`config.mk`:
```
export PLATFORM = sky130hd
export DESIGN_NAME = seedloss_watchdog
export DESIGN_NICKNAME = d
export VERILOG_FILES = /design/src/rtl/seedloss_pkg.sv /design/src/rtl/seedloss_prescaler.sv /design/src/rtl/seedloss_timer.sv /design/src/rtl/seedloss_sticky.sv /design/src/rtl/seedloss_watchdog.sv
export SDC_FILE = /design/constraint.sdc
export NUM_CORES = 1
export LEC_CHECK = 0
export ABC_AREA = 0
export CORE_UTILIZATION = 30
export CTS_CLUSTER_SIZE = 28
export DETAILED_ROUTE_END_ITERATION = 8
export GPL_ROUTABILITY_DRIVEN = 0
export PLACE_DENSITY = 0.55
export RECOVER_POWER = 50
export SLEW_MARGIN = 20
export SYNTH_ARGS = -nofsm -noshare
export SYNTH_HDL_FRONTEND = slang
export SYNTH_SLANG_ARGS = --single-unit
```
`constraint.sdc`:
```
create_clock -name clk -period 1.8 [get_ports clk]
set_input_delay 0.36 -clock clk [delete_from_list [all_inputs] [get_ports clk]]
set_output_delay 0.36 -clock clk [all_outputs]
set_load 0.005 [all_outputs]
```
`src/rtl/seedloss_pkg.sv`:
```
package seedloss_pkg;

   // Tolerance band expressed in cycles of a 125 MHz clock (1.3 ms .. 2.0 ms).
   localparam int unsigned BAND_MIN_CYC = 162_500;
   localparam int unsigned BAND_MAX_CYC = 250_000;

   // Largest prescaler width accepted by the library block.
   localparam int unsigned PRESC_LOG2_MAX = 24;

   // Total timeout length in clock cycles for a prescale/limit pair.
   function automatic int unsigned timeout_cycles(input int unsigned presc_log2,
                                                  input int unsigned limit);
      return (32'd1 << presc_log2) * limit;
   endfunction

endpackage

```
`src/rtl/seedloss_prescaler.sv`:
```
module seedloss_prescaler #(
   parameter int unsigned LOG2 = 10
) (
   input  logic clk,
   input  logic rst_n,
   input  logic run,
   output logic tick
);

   generate
      if (LOG2 == 0) begin : g_direct
         // Every running cycle is a tick; no storage needed.
         logic unused_direct;
         assign unused_direct = clk ^ rst_n;
         assign tick          = run;
      end else begin : g_divided
         logic [LOG2-1:0] phase_q;

         always_ff @(posedge clk or negedge rst_n) begin
            if (!rst_n) begin
               phase_q <= '0;
            end else if (!run) begin
               phase_q <= '0;
            end else begin
               phase_q <= phase_q + 1'b1;
            end
         end

         assign tick = run & (&phase_q);
      end
   endgenerate

endmodule

```
`src/rtl/seedloss_timer.sv`:
```
module seedloss_timer #(
   parameter int unsigned LIMIT = 201
) (
   input  logic clk,
   input  logic rst_n,
   input  logic run,
   input  logic tick,
   output logic expired
);

   localparam int unsigned CW      = $clog2(LIMIT + 1);
   localparam logic [CW-1:0] LIMIT_C = CW'(LIMIT);

   logic [CW-1:0] count_q;

   always_ff @(posedge clk or negedge rst_n) begin
      if (!rst_n) begin
         count_q <= '0;
      end else if (!run) begin
         count_q <= '0;
      end else if (tick && (count_q != LIMIT_C)) begin
         count_q <= count_q + 1'b1;
      end
   end

   assign expired = (count_q == LIMIT_C);

endmodule

```
`src/rtl/seedloss_sticky.sv`:
```
module seedloss_sticky (
   input  logic clk,
   input  logic rst_n,
   input  logic live,
   input  logic rd,
   output logic flag
);

   logic flag_q;

   // Set wins over clear: a read only drops the bit once the cause is gone.
   always_ff @(posedge clk or negedge rst_n) begin
      if (!rst_n) begin
         flag_q <= 1'b0;
      end else begin
         flag_q <= live | (flag_q & ~rd);
      end
   end

   assign flag = flag_q;

endmodule

```
`src/rtl/seedloss_watchdog.sv`:
```
module seedloss_watchdog
   import seedloss_pkg::*;
#(
   parameter int unsigned PRESC_LOG2 = 10,
   parameter int unsigned LIMIT      = 201,
   parameter int unsigned MIN_CYCLES = BAND_MIN_CYC,
   parameter int unsigned MAX_CYCLES = BAND_MAX_CYC
) (
   input  logic clk,
   input  logic rst_n,
   input  logic descr_en,
   input  logic seed_upd,
   input  logic stat_rd,
   output logic seed_lost
);

   localparam int unsigned TIMEOUT = timeout_cycles(PRESC_LOG2, LIMIT);

   generate
      if (LIMIT < 1) begin : g_bad_limit
         $error("seedloss_watchdog: LIMIT must be at least 1");
      end
      if (PRESC_LOG2 > PRESC_LOG2_MAX) begin : g_bad_presc
         $error("seedloss_watchdog: PRESC_LOG2 too large");
      end
      if ((TIMEOUT < MIN_CYCLES) || (TIMEOUT > MAX_CYCLES)) begin : g_bad_band
         $error("seedloss_watchdog: timeout outside tolerance band");
      end
   endgenerate

   logic count_run;
   logic presc_tick;
   logic timeout_live;

   // Counting continues only while enabled and no seed update is sampled.
   assign count_run = descr_en & ~seed_upd;

   seedloss_prescaler #(
      .LOG2 (PRESC_LOG2)
   ) u_prescaler (
      .clk   (clk),
      .rst_n (rst_n),
      .run   (count_run),
      .tick  (presc_tick)
   );

   seedloss_timer #(
      .LIMIT (LIMIT)
   ) u_timer (
      .clk     (clk),
      .rst_n   (rst_n),
      .run     (count_run),
      .tick    (presc_tick),
      .expired (timeout_live)
   );

   seedloss_sticky u_sticky (
      .clk   (clk),
      .rst_n (rst_n),
      .live  (timeout_live),
      .rd    (stat_rd),
      .flag  (seed_lost)
   );

endmodule

```
Yosys cells after proc, flatten, opt, wreduce, memory -nomap -nowiden
Index checks and enable logic that the tools add are counted.
W data, S select, Z words.
{"block": "totals", "wordCells": 19, "reg_bits": 19}
{"block": "op_classes", "reduce_logical": 2, "muxes": 3, "n_eq_ne": 3, "add_sub_neg": 2, "n_bitwise": 6}
{"op": "$mux W8", "count": 2}
{"op": "$add A10 B1 Y10 const B", "count": 1}
{"op": "$mux W10", "count": 1}
{"op": "$reduce_and A10 Y1", "count": 1}
{"op": "$add A8 B1 Y8 const B", "count": 1}
{"op": "$eq A8 B8 Y1 const B", "count": 1}
{"op": "$ne A8 B8 Y1 const B", "count": 1}
{"op": "$and A1 B1 Y1", "count": 3}
{"op": "$ne A2 B1 Y1 const B", "count": 1}
{"op": "$not A1 Y1", "count": 2}
{"op": "$logic_and A1 B1 Y1", "count": 1}
{"op": "$or A1 B1 Y1", "count": 1}

Depth between registers and ports, before layout
Gate-level depths: netlist of run 1.
{"block": "depth", "ltp_word": 6, "ltp_mapped": 7, "depth_no_buf": 6}

Modules after synthesis
From an unflattened synthesis of run 1, not the netlist that was laid out.
{"block": "unflattened", "hier_cells": 96, "hier_area_um2": 969.7}
{"mod": "seedloss_prescaler", "n_inst": 1, "seq_area_each_um2": 250.2, "cells_each": 47, "area_per_inst_um2": 471.7}
{"mod": "seedloss_timer", "n_inst": 1, "seq_area_each_um2": 200.2, "cells_each": 45, "area_per_inst_um2": 447.9}
{"mod": "seedloss_sticky", "n_inst": 1, "seq_area_each_um2": 25.0, "cells_each": 3, "area_per_inst_um2": 36.3}
{"mod": "seedloss_watchdog", "n_inst": 1, "seq_area_each_um2": 0.0, "cells_each": 1, "area_per_inst_um2": 13.8}

Worst setup path after synthesis of run 1
No wires, ideal clock.
{"block": "synth_path", "path_type": "register to register", "start": "register u_timer.count_q[1]", "end": "register u_timer.count_q[2]", "required_ns": 1.680, "n_path_buf": 1, "stages_incl_launch_ff": 7, "setup_time_ns": 0.120, "path_slack_ns": 0.315, "synth_period_minus_slack_ns": 1.485, "t_arrival_ns": 1.365, "path_cell_list": "dfrtp_1 inv_1 ha_1 nand4bb_4 o211a_4 buf_8 a41o_1"}
{"block": "synth_between", "elab_chain_len": 3}
{"item": "start: declaration", "line": "seedloss_timer.sv:14", "rtl": "logic [CW-1:0] count_q;"}
{"item": "start signal: assignment", "line": "seedloss_timer.sv:22", "rtl": "count_q <= count_q + 1'b1;"}
{"item": "$add A8 B1 Y8 / $ne A8 B8 Y1 (equally long branches)", "line": "seedloss_timer.sv:22, seedloss_timer.sv:21"}
{"item": "$mux W8 / $logic_and A1 B1 Y1 (equally long branches)", "line": "seedloss_timer.sv:21", "rtl": "end else if (tick && (count_q != LIMIT_C)) begin"}
{"item": "$mux W8 / $ne A2 B1 Y1 (equally long branches)"}
Several ways; a longest one is shown, not always the timed one. The select of a mux whose other input is x is not followed.
A chain may end at the register's enable or synchronous reset.

Worst setup path in the final report of run 1
{"block": "layout_path", "start": "register u_prescaler.g_divided.phase_q[0]", "end": "register u_timer.count_q[2]"}
{"block": "layout_between", "elab_chain_len": 4}
{"item": "start: declaration", "line": "seedloss_prescaler.sv:17", "rtl": "logic [LOG2-1:0] phase_q;"}
{"item": "start signal: assignment", "line": "seedloss_prescaler.sv:25", "rtl": "phase_q <= phase_q + 1'b1;"}
{"item": "$reduce_and A10 Y1", "line": "seedloss_prescaler.sv:29", "rtl": "assign tick = run & (&phase_q);"}
{"item": "$and A1 B1 Y1", "line": "seedloss_prescaler.sv:29"}
{"item": "$logic_and A1 B1 Y1", "line": "seedloss_timer.sv:21"}
{"item": "$ne A2 B1 Y1 (no source line)"}
Every way passes these cells.

==> summary.txt, run 1 <==
Clocking
  • Clk buf depth: 2
  • CTS tree: yes
  • Clock Latency Late Sink: 0.30 ns
  • H-tree levels: 1
  • # resized after CTS: 0
  • Hold_buf cts: 0
  • Clk root buf: clkbuf_4
  • # clock sinks: 19
  • Clk slew on worst S/H paths: 0.11 ns
  • Post-CTS setup buffer count: 0
  • TritonCTS Buffers: 3

Logic synthesis
  • Cell taking the most area after synthesis: dfrtp_1
  • XOR/XNOR Fraction of Synth Area: 6.67%
  • Distinct cell type count after synthesis: 32
  • Main synth FF type: dfrtp_1
  • Synth top area cells: dfrtp_1, nor2_1, xor2_1, nand2_1, ha_1
  • Sequential share of the synthesized area: 45.2%
  • Ys Warns: 0
  • Simple-gate share of the synthesized area: 28.1%
  • Syn Area/Cell: 10.2 um2
  • Syn Inst Count: 103
  • Syn Std Cell Area: 1050 um2
  • Compound-Gate Fraction of Synth Area: 12.9%
  • Mux cell area share after synthesis: 0%
  • Net Count, Synth: 111
  • Share of the synthesized area in the top cell type: 45.2%
  • Largest family of logic cells by synthesized area: simple AND/OR/NAND/NOR gates
  • Async S/R FF share, synth: 100%
  • EDFF count, synth: 0
  • Yosys reg bits: 19
  • Adder-Cell Fraction of Synth Area: 3.57%

Floorplan
  • Die footprint: 3740 um2
  • Die span in y: 61.2 um
  • Core Region: 3340 um2
  • I/O Pins: 6
  • Die width: 61.2 um
  • Initial Utilization: 31.5%
  • Core Rows: 21

Placed design
  • Post-Place Cells: 153
  • I/O Buffers: 5
  • Hpwl dp: 1.35 mm

Layout
  • Share of post-route cells with drive strength above 1: 15.3%
  • Nets: 120
  • Multi-input logic area: 538 um2
  • Most common cell after layout, fill and taps aside: dfrtp_1
  • FF/Latch Area: 475 um2
  • Commonest non-fill, non-tap cells in the layout: dfrtp_1, nor2_1, nand2_1
  • N_diodes: 0
  • Final-layout fill cell count: 352
  • Non-filler cells, final: 157
  • Area grow syn2layout: 12.1%

Timing
  • # setup viols final: 0
  • Minimum clock period: 1.63 ns
  • Clock skew: 0.00229 ns
  • Final Hold Viols: 0
  • Worst slew pin tran: 1.07 ns
  • Final TNS setup: 0 ns
  • Pins Over Slew Limit: 0
  • Fmax: 614 MHz
  • Relative slew slack: 28.9%
  • Hold slack: 0.483 ns
  • Final period util: 90.4%
  • Unrepaired setup endpoints after global routing: no

Critical path
  • WS Path Type: flip-flop to flip-flop
  • R2R Setup Slk: 0.17 ns
  • Worst EP arrival: 1.83 ns
  • Crit Path Max Fanout: 16
  • CP required: 2.00 ns
  • Startpoint types: flip-flop
  • Critical Path Sink Type: flip-flop

GRT
  • Largest net degree at the start of global routing: 20
  • First-pass GRT wire length: 3.28 mm
  • Vias in the first global route: 743
  • Initial antenna violation count: 0
  • Global route overflow: 0
  • GRT Total Usage: 11.7%

Route
  • Routed Antenna Nets: 0
  • DR WL/cell: 12.1 um
  • Final wirelength: 1.90 mm
  • Total number of vias: 749
  • Vias/cell: 4.77
  • Iteration-0 DRC Markers: 25
  • DR DRC count: 0
  • Pre-Repair DR Iteration Count: 4

Run status
  • Status: complete, no violations

Min path
  • Hold Path Class: flip-flop to flip-flop

Pwr
  • LEAKAGE: 0.549 nW
  • Worst VDD drop: 345 uV
  • Pwr per Cell Area: 582 nW/um2

Job
  • Total of max-cap violations: 0
-- cell type report --
class / count / share of cell area [%]
Clock buffer: 3 / 1.91
Sequential cell: 19 / 40.3
Timing Repair Buffer: 8 / 5.84
Multi-Input combinational cell: 77 / 45.6
Inverter: 3 / 0.955
Clock inverter: 1 / 0.425
Tap cell: 46 / 4.88
-- stage by stage --
| step | worst slack [ns] | util, % | power [mW] | instance area [um2] |
|---|---|---|---|---|
| after floorplan | 0.315 | - | 0.451 | 1050 |
| after global placement | 0.211 | 34.6 | 0.477 | 1150 |
| after detailed placement | 0.167 | 34.6 | 0.477 | 1150 |
| after CTS | 0.174 | 35.4 | 0.699 | 1180 |
| after global routing | 0.0848 | 35.3 | 0.716 | 1180 |
| final | 0.172 | 35.3 | 0.686 | 1180 |
-- state kept, by name, indices dropped and copies added, names as in the netlist --
signal,flops
u_prescaler.g_divided.phase_q,10
u_sticky.flag,1
u_timer.count_q,8
-- worst paths after layout --
kind,endpoint,cells after the start,from
hold reg to reg,u_prescaler.g_divided.phase_q[0]$_DFF_PN0_,1,u_prescaler.g_divided.phase_q[0]$_DFF_PN0_
setup / recovery,u_timer.count_q[2]$_DFFE_PN0P_,5,u_prescaler.g_divided.phase_q[0]$_DFF_PN0_
max in group asynchronous,u_prescaler.g_divided.phase_q[0]$_DFF_PN0_,2,rst_n
min in group asynchronous,u_prescaler.g_divided.phase_q[4]$_DFF_PN0_,2,rst_n
hold / removal,u_prescaler.g_divided.phase_q[0]$_DFF_PN0_,1,u_prescaler.g_divided.phase_q[0]$_DFF_PN0_
setup reg to reg,u_timer.count_q[2]$_DFFE_PN0P_,5,u_prescaler.g_divided.phase_q[0]$_DFF_PN0_
-- power by group --
group	internal [mW]	leakage (nW)	switching, mW
combinational	0.0140	0.267	0.0214
clock	0.0828	0.0177	0.137
sequential	0.429	0.264	0.00174
total	0.526	0.549	0.160
-- cells in the mapped netlist, types with 2 or more instances --
master / instances
a21oi_1: 2
a21oi_2: 3
a31o_1: 3
a31oi_1: 2
a41o_1: 2
and4_1: 3
clkbuf_1: 3
dfrtp_1: 19
ha_1: 3
inv_1: 3
nand2_1: 11
nand3_1: 6
nand4_1: 2
nor2_1: 17
xor2_1: 7
-- cells by family after synthesis --
kind of cell | after synthesis
and+or+nand+nor | 50
DFF | 19
AOI/OAI and AO/OA | 16
xor gates and xnor gates | 8
buffers and inverters | 7
adders and majority gates | 3
-- worst max-delay path, stage by stage (launching register included) --
cell and delay, ns:
dfrtp_1 0.40, ha_1 0.22, and4_4 0.27, o211a_4 0.29, a31oi_1 0.12, a41o_1 0.23
-- layer usage --
layer  wire [um]  vias up  global-route usage (%)
met5           0        -                       0
met4           0        0                    1.95
met3          64        0                    3.15
met2         906       14                    19.3
met1         930      359                    15.6
li1            -      376                       -
(Power assumes the default switching activity.)
==> run 2: changes to the inputs <==
CORE_MARGIN = 2   (was default)
DONT_BUFFER_PORTS = 1   (was default)
PLACE_DENSITY = 0.53   (was 0.55)
RECOVER_POWER = 25   (was 50)
==> summary.txt, run 2 (synthesis gave the netlist of run 1 again) <==
Run status
  • Status: complete, no violations

Timing
  • Worst slew pin tran: 0.887 ns (-0.180 ns)
  • Pins Over Slew Limit: 0 (unchanged)
  • Final TNS setup: 0 ns (unchanged)
  • Clock skew: 0.00236 ns (+0.0000608 ns)
  • # setup viols final: 0 (unchanged)
  • Fmax: 624 MHz (+1.5%)
  • Unrepaired setup endpoints after global routing: no
  • Final Hold Viols: 0 (unchanged)
  • Final period util: 89.1% (-1.3 points)
  • Minimum clock period: 1.60 ns (-0.0243 ns)
  • Relative slew slack: 40.7% (+12 points)

Floorplan
  • I/O Pins: 6 (unchanged)
  • Die span in y: 63.2 um (+3.3%)
  • Core Rows: 21 (unchanged)
  • Die footprint: 3990 um2 (+6.6%)
  • Initial Utilization: 31.2% (-0.25 points)
  • Core Region: 3360 um2 (+0.79%)
  • Die width: 63.2 um (+3.3%)

Route
  • Iteration-0 DRC Markers: 24 (-4.0%)
  • DR WL/cell: 11.9 um (-1.9%)
  • Final wirelength: 1.80 mm (-5.6%)
  • Pre-Repair DR Iteration Count: 4 (unchanged)
  • Routed Antenna Nets: 0 (unchanged)
  • Vias/cell: 4.82 (+1.1%)
  • Total number of vias: 728 (-2.8%)
  • DR DRC count: 0 (unchanged)

GRT
  • GRT Total Usage: 10.4% (-1.3 points)
  • Global route overflow: 0 (unchanged)
  • First-pass GRT wire length: 3.28 mm (+0.21%)
  • Vias in the first global route: 691 (-7.0%)
  • Largest net degree at the start of global routing: 20 (unchanged)
  • Initial antenna violation count: 0 (unchanged)

Clocking
  • TritonCTS Buffers: 3 (unchanged)
  • Clk buf depth: 2 (unchanged)
  • # clock sinks: 19 (unchanged)
  • H-tree levels: 1 (unchanged)
  • # resized after CTS: 0 (unchanged)
  • Clk root buf: clkbuf_4
  • Clk slew on worst S/H paths: 0.11 ns (about the same)
  • CTS tree: yes
  • Post-CTS setup buffer count: 0 (unchanged)
  • Clock Latency Late Sink: 0.29 ns (about the same)
  • Hold_buf cts: 1 (+1)

Critical path
  • Critical Path Sink Type: flip-flop
  • CP required: 1.99 ns (about the same)
  • Slowest CP cell: dfrtp_1
  • CP max stage delay: 0.40 ns (about the same)
  • Worst EP arrival: 1.80 ns (-0.03 ns)
  • Crit path cell chain: ha_1 -> and4_4 -> o211a_4 -> a31oi_1 -> a41o_1
  • Kind of cell adding the most delay to the critical path: compound AO/OA/AOI/OAI gates
  • Buffers & Inverters on Critical Path: 0 (unchanged)
  • Startpoint types: flip-flop
  • Crit Path Max Fanout: 16 (unchanged)
  • WS Path Type: flip-flop to flip-flop

Pwr
  • Total power: 0.676 mW (-1.5%)
  • Worst VDD drop: 363 uV (+5.2%)
  • Pwr per Cell Area: 600 nW/um2 (+3.1%)
  • LEAKAGE: 0.524 nW (-4.6%)

Layout
  • Most common cell after layout, fill and taps aside: dfrtp_1
  • Final-layout fill cell count: 367 (+4.3%)
  • Commonest non-fill, non-tap cells in the layout: dfrtp_1, nor2_1, nand2_1
  • Share of post-route cells with drive strength above 1: 14.3% (-1.0 points)
  • Fin area: 1130 um2 (-4.5%)
  • Largest register FFs: 10 (unchanged)
  • N_diodes: 0 (unchanged)
  • Area grow syn2layout: 7.14%
  • Most flop-heavy register: u_prescaler.g_divided.phase_q
  • Nets: 114 (-5.0%)

Placed design
  • Hpwl dp: 1.28 mm (-5.3%)
  • Placed Area: 1090 um2 (-5.6%)
  • I/O Buffers: 0 (-5)

Job
  • Total of max-cap violations: 0 (unchanged)

Min path
  • Hold Path Class: input pin to flip-flop
run 2: power breakdown:
group          switching [mW]  internal [mW]  leakage [nW]
combinational          0.0198        0.00654         0.245
sequential            0.00183          0.429         0.264
clock                   0.133         0.0862        0.0150
total                   0.154          0.521         0.524
run 2: metal layers:
metal / share of wire [%] / up-vias / GRT usage [%]
met5: 0 / - / 0
met4: 1.2 / 0 / 2.45
met3: 4.7 / 2 / 3.21
met2: 42 / 16 / 14.8
met1: 52 / 341 / 15.4
li1: - / 369 / -
run 2: final timing paths:
check                                                           start                                    endpoint  slack [ns]  cells after the start
min reg2reg                u_prescaler.g_divided.phase_q[0]$_DFF_PN0_  u_prescaler.g_divided.phase_q[0]$_DFF_PN0_        0.49                      1
min                                                           stat_rd                     u_sticky.flag$_DFF_PN0_        0.15                      1
max reg2reg                u_prescaler.g_divided.phase_q[0]$_DFF_PN0_              u_timer.count_q[5]$_DFFE_PN0P_        0.20                      5
max in group asynchronous                                       rst_n  u_prescaler.g_divided.phase_q[6]$_DFF_PN0_        0.64                      1
max                        u_prescaler.g_divided.phase_q[0]$_DFF_PN0_              u_timer.count_q[5]$_DFFE_PN0P_        0.20                      5
min in group asynchronous                                       rst_n  u_prescaler.g_divided.phase_q[0]$_DFF_PN0_        0.62                      1
run 2: final cells by class:
cell class              instances  area, um2  area share (%)
inverters                       3       11.3            1.00
flip-flops and latches         19        475            42.2
clock buffers                   4       26.3            2.33
multi-input cells              77        538            47.8
repair buffers                  2       17.5            1.56
well taps                      46       57.6            5.11
run 2: through the flow:
stage               utilization [%]  worst slack (ns)  std cells  hold WS [ns]
floorplan                         -             0.315        103        0.0644
global placement               32.4             0.218        146        0.0648
detailed placement             32.4             0.210        146        0.0648
CTS                            33.5             0.192        151         0.132
global route                   33.5            0.0371        151         0.135
finish                         33.5             0.197        151         0.146
